File: config.mk
export PLATFORM = sky130hd
export DESIGN_NAME = add_pipe4
export DESIGN_NICKNAME = d
export VERILOG_FILES = /design/src/rtl/add_pipe4.sv
export SDC_FILE = /design/constraint.sdc
export NUM_CORES = 2
export LEC_CHECK = 0
export BUFFER_PORTS_ARGS = -buffer_cell sky130_fd_sc_hd__buf_2
export CORE_AREA = 2 2 318 320
export CTS_CLUSTER_DIAMETER = 80
export DETAILED_ROUTE_END_ITERATION = 10
export DIE_AREA = 0 0 320 322
export PLACE_DENSITY_LB_ADDON = 0.3
export SLEW_MARGIN = 20
export SYNTH_ARGS = -nofsm -noshare
export SYNTH_HDL_FRONTEND = slang
export SYNTH_SLANG_ARGS = --single-unit
File: constraint.sdc
create_clock -name clk -period 9.8 [get_ports clk]
set_input_delay 1.96 -clock clk [delete_from_list [all_inputs] [get_ports clk]]
set_output_delay 1.96 -clock clk [all_outputs]
set_load 0.02 [all_outputs]
File: src/rtl/add_pipe4.sv
`timescale 1ns/1ps
module add_pipe4 #(
  parameter int XLEN      = 64,
  parameter int ROM_DEPTH = 32
) (
  input  logic                         clk,
  input  logic                         rst,
  input  logic                         rom_ld_en,
  input  logic [$clog2(ROM_DEPTH)-1:0] rom_ld_addr,
  input  logic [15:0]                  rom_ld_data,
  input  logic                         rf_ld_en,
  input  logic [3:0]                   rf_ld_idx,
  input  logic [XLEN-1:0]              rf_ld_data,
  output logic                         dbg_we,
  output logic [3:0]                   dbg_idx,
  output logic [XLEN-1:0]              dbg_data
);
  localparam int RAW = $clog2(ROM_DEPTH);
  localparam int PCW = RAW + 1;
  localparam logic [3:0] NOREG = 4'hF;

  logic [15:0]     rom [ROM_DEPTH];
  logic [XLEN-1:0] rf  [16];

  logic [PCW-1:0]  pc;
  logic [3:0]      fd_ra, fd_rb;
  logic [XLEN-1:0] de_va, de_vb;
  logic [3:0]      de_dst;
  logic [XLEN-1:0] ew_val;
  logic [3:0]      ew_dst;

  logic [15:0] f_word;
  logic        hz_ex, hz_wb, stall;

  assign f_word = rom[pc[PCW-1:1]];

  assign hz_ex = (de_dst != NOREG) && (de_dst == fd_ra || de_dst == fd_rb);
  assign hz_wb = (ew_dst != NOREG) && (ew_dst == fd_ra || ew_dst == fd_rb);
  assign stall = hz_ex || hz_wb;

  always_ff @(posedge clk) begin
    if (rom_ld_en) rom[rom_ld_addr] <= rom_ld_data;
  end

  always_ff @(posedge clk) begin
    if (rf_ld_en)            rf[rf_ld_idx] <= rf_ld_data;
    else if (ew_dst != NOREG) rf[ew_dst]   <= ew_val;
  end

  always_ff @(posedge clk) begin
    if (rst) begin
      pc    <= '0;
      fd_ra <= NOREG;
      fd_rb <= NOREG;
    end else if (!stall) begin
      pc    <= pc + PCW'(2);
      fd_ra <= f_word[15:12];
      fd_rb <= f_word[11:8];
    end
  end

  always_ff @(posedge clk) begin
    if (rst || stall) begin
      de_va  <= '0;
      de_vb  <= '0;
      de_dst <= NOREG;
    end else begin
      de_va  <= rf[fd_ra];
      de_vb  <= rf[fd_rb];
      de_dst <= fd_rb;
    end
  end

  always_ff @(posedge clk) begin
    if (rst) begin
      ew_val <= '0;
      ew_dst <= NOREG;
    end else begin
      ew_val <= de_va + de_vb;
      ew_dst <= de_dst;
    end
  end

  assign dbg_we   = (ew_dst != NOREG);
  assign dbg_idx  = ew_dst;
  assign dbg_data = ew_val;
endmodule

# Word-level counts from Yosys, hierarchy flattened
# Memory sizes are Yosys's and may differ from the RTL's. A register that Yosys moved wholly into a read port is not among the register bits.
# Cells that the tools add are included.
# W data, S select, Z words.
totals:
  in_bits: 93
  register_bits: 78
  word_cells: 32
  output_inout_bits: 69
  ramBits: 1536
  memories: 2
memory_table:
  columns: ["name", "words", "word_bits", "rd", "rd_ports_with_merged_regs", "wr", "line_no", "rtl"]
  rows:
  - ["rf", 16, 64, 2, 2, 1, "23", "logic [XLEN-1:0] rf [16];"]
  - ["rom", 32, 16, 1, 1, 1, "22", "logic [15:0] rom [ROM_DEPTH];"]
op_classes:
  reduce_logical: 8
  addsub: 2
  n_eq_ne: 6
  muxes: 10
ops:
  columns: ["cell", "n"]
  rows:
  - ["$add A64 B64 Y64", 1]
  - ["$mux W64", 1]
  - ["$reduce_or A64 Y1", 1]
  - ["$eq A4 B4 Y1", 4]
  - ["$mux W1", 8]
  - ["$ne A4 B4 Y1 const B", 2]
  - ["$add A6 B2 Y6 const B", 1]
  - ["$logic_or A1 B1 Y1", 4]
  - ["$mux W4", 1]
  - ["$logic_and A1 B1 Y1", 2]
  - ["$logic_not A1 Y1", 1]

# Longest topological paths before layout
logic_depth:
  ltp_word: 6
  depth_mapped: 13
  ltp_nobuf: 13

# Worst setup path before layout
# No wires, ideal clock.
synth_timing:
  path_kind: "input to register"
  from: "input port rf_ld_en"
  to: "memory rf[10][0], enable pin"
  slack_ps: 3951
  required_ps: 9314
  arrival_time_ps: 5363
  path_buffers: 1
  stages: 5
  path_cell_list: "clkbuf_1 -> inv_1 -> nor3b_1 -> a31oi_1 -> nor2_1"
synth_between:
  elab_chain_len: 4
  word_cells_on_any_way: 7
  classes_between: "6 x mux; 1 x reduce/logical"
synth_lines:
  columns: ["item", "line_no", "rtl"]
  rows:
  - ["from (decl)", "11", "input logic rf_ld_en,"]
  - ["$mux W1", "46", "if (rf_ld_en) rf[rf_ld_idx] <= rf_ld_data;"]
  - ["$mux W1 (not written as such)", "47", "else if (ew_dst != NOREG) rf[ew_dst] <= ew_val;"]
  - ["$reduce_or A64 Y1 (no source line)", null, null]
  - ["$mux W4 (no source line) or $mux W1 (tied branches)", null, null]
  - ["to (decl)", "23", null]
# Parallel ways exist; a longest one is shown, timed or not.

# Worst setup path after layout
layout_timing:
  from: "input port rf_ld_en"
  to: "memory rf[10][37], enable pin"
# The elaborated chain is that of the path after synthesis.

==> results.cfg <==
[floorplanning]
start_util_pct = 66.52
die_y_um = 322
rows = 116
dieArea_mm2 = 0.1030
die_width_um = 320
pin_count = 162
core-area_mm2 = 0.09957

[detailed_routing]
avgRoutedWirePerCell_um = 34.03
wl_mm = 167.7
drc = 0
via_count = 36670
first_pass_iters = 6
avgViaCountPerCell = 7.442
ant_nets = 0
first_iter_violations = 5079

[final_layout]
utilization_pct = 73.61
fill_cells = 5429
final_nets = 3658
layout_commonest_cell = edfxtp_1
final_area_mm2 = 0.07329
drive_gt1_share_pct = 35.22
syn_to_final_growth_pct = 10.67
final_cell_mix = edfxtp_1 (1280), mux4_2 (720), dfxtp_1 (203), clkbuf_16 (157), buf_2 (152)
final_cells = 4928
multi_input_area_mm2 = 0.02274
regArea_mm2 = 0.04274

[place]
portBuffers = 153
dp_hpwl_mm = 92.51
gp_congestion = 0.9802
placed_area_mm2 = 0.06832
placed_cells = 4646

[setup_path]
worstPathArrival_ps = 4800
required_ps = 10170
start_kind = primary input
crit_path_max_fanout = 43
reg2reg_to = de_vb[30]
rrSetupSlack_ps = 5370
reg2regPathDepth = 7
reg2reg_from = fd_rb[2]
end_kind = flip-flop
crit_path_start = rf_ld_en
endpoint = rf[10][37]
crit_type = in -> reg

[sta]
setup_tns_ps = 0
whs_ps = 562.8
period_share_pct = 45.26
skew_ps = 30.27
rsz0062_at_grt = false
hold_viol_final = 0
worst_slew_pin_slew_ps = 1239
finalCriticalPeriod_ps = 4436
slew_headroom_pct = 17.39
maxSlewViolCount = 0
max_freq_ghz = 0.2255
setup-violations-final = 0

[grt]
overflow = 0
track_usage_pct = 33.31
grt_max_degree = 138
met3_usage_pct = 7.225
grt_pass1_vias = 38000
top_usage_layer = met2
grt_use_met2_pct = 54.37
antenna_found_initial = 8
grt_pass1_wl_mm = 248.3
gr-usage-met1_pct = 45.25

[worst_hold_path]
hold_path.startpoint = de_dst[3]
min_path_cells = 1
hp-class = reg -> reg

[clock_tree]
cts_max_level = 4
cts.sinks = 1493
clockBufferDepth = 3
cts.repair.resized = 0
cts_tree = yes
cts-buffers-inserted = 149
cts_root_buffer = clkbuf_16
clk-insertion-delay-late_ps = 770
clkTransAtPathRegs_ps = 60
holdBufCountCts = 0
postCtsSetupBuffers = 0

[pwr]
p_leak_uw = 0.02437
peakVddDrop_uv = 276.1
p_seq_share_pct = 40.3
p_int_uw = 14490
swShare_pct = 31.36
clockPowerShare_pct = 27.2
switchingPower_uw = 6618
power_density_mw_per_mm2 = 287.9
comb_power_share_pct = 32.6

[synth]
synth_top_area_share_pct = 58.04
synth_ff_type = edfxtp_1
synthArstFlopShare_pct = 0
yosysWarnings = 0
yosys-top-cells-area = edfxtp_1 (58%), mux4_2 (24%), dfxtp_1 (6.4%)
avgSynthCellArea_um2 = 19.64
yosysSeqAreaShare_pct = 64.48
synth_cells = 3372
yosysUniqueCellTypes = 76
synth_edf_count = 1280
synth_area_mm2 = 0.06623
synth_top_cell_by_area = edfxtp_1
synth_seq_cells = 1493
syn-num-nets = 3530

[outcome]
status = complete, no violations

[job]
maxCapViolations = 0
==> power by group through the flow <==
stage                     Combinational, uW  Clock [uW]  Sequential, uW
after floorplan                        5170           0            8280
after global placement                 6550           0            8550
after global routing                   7240        5990            8570
after detailed placement               6760           0            8610
final                                  6870        5730            8500
after CTS                              6830        5760            8500
==> cells in the mapped netlist, drive strengths merged (4+ instances only) <==
master and number:
nand3b 5, inv 15, mux2i 9, nand4 20, edfxtp 1280, o21bai 15
a21o 38, a21oi 78, xnor2 32, and3 4, o21a 9, nand2 52
a221oi 4, xor2 41, nor2 166, a31oi 10, ha 64, nor3 13
a211o 8, nand2b 6, dfxtp 213, o21ai 45, buf 59, mux2 68
nor2b 140, or3 7, or2 5, a211oi 10, clkbuf 166, and2 9
nand3 14, mux4 720, nor4 6, o211ai 4
==> layout make-up <==
type                            count  area share [%]
Sequential cell                  1493           58.31
Timing Repair Buffer              202           1.629
Antenna cell                        1        0.003414
Tap cell                         1298           2.216
Inverter                           15         0.07682
Clock inverter                     71          0.8792
Clock buffer                      209           5.859
Multi-Input combinational cell   1639           31.03
==> worst max-delay path, stage by stage <==
cell and delay [ps]:
buf_2 230, inv_1 150, nor3b_1 230, a31oi_1 210, nor2_4 1000, buf_4 970
==> layer usage <==
layer	vias to the layer above	share of wire (%)
met2	2630	50
met4	16	3.5
met3	454	11
met5	-	0.061
li1	14390	-
met1	19180	35
==> metrics by stage <==
stage	total power, uW	worst slack [ps]
6_report	21100	5364
5_1_grt	21810	5032
4_1_cts	21090	5384
3_5_place_dp	15370	4678
3_3_place_gp	15110	4804
2_1_floorplan	13440	3951
==> sequential cells by signal, indices dropped and copies added, names as in the netlist <==
register and flops:
de_dst 4, pc 5, fd_ra 4, de_vb 64, fd_rb 4, rf 1024
rom 256, de_va 64, dbg_idx 4, dbg_data 64
==> kinds of logic (layout without fill, tap and decap cells) <==
family	count (synthesis)	count (layout)	share of synthesized area [%]
AND/OR/NAND/NOR	455	455	3.490
XOR/XNOR	73	73	0.9654
adder cells (fa/ha/maj)	65	65	1.239
buffers and inverters	240	497	1.381
multiplexers	797	797	25.78
flip-flops	1493	1493	64.48
AO/OA/AOI/OAI	249	249	2.664
other	0	1	0
==> worst min path at each step <==
stage / end
finish: dbg_idx[3]
CTS: dbg_idx[3]
global placement: dbg_idx[3]
global route: dbg_idx[3]
detailed placement: dbg_idx[2]
floorplan: dbg_idx[0]
Note: power is estimated with default switching activity, not from simulation.
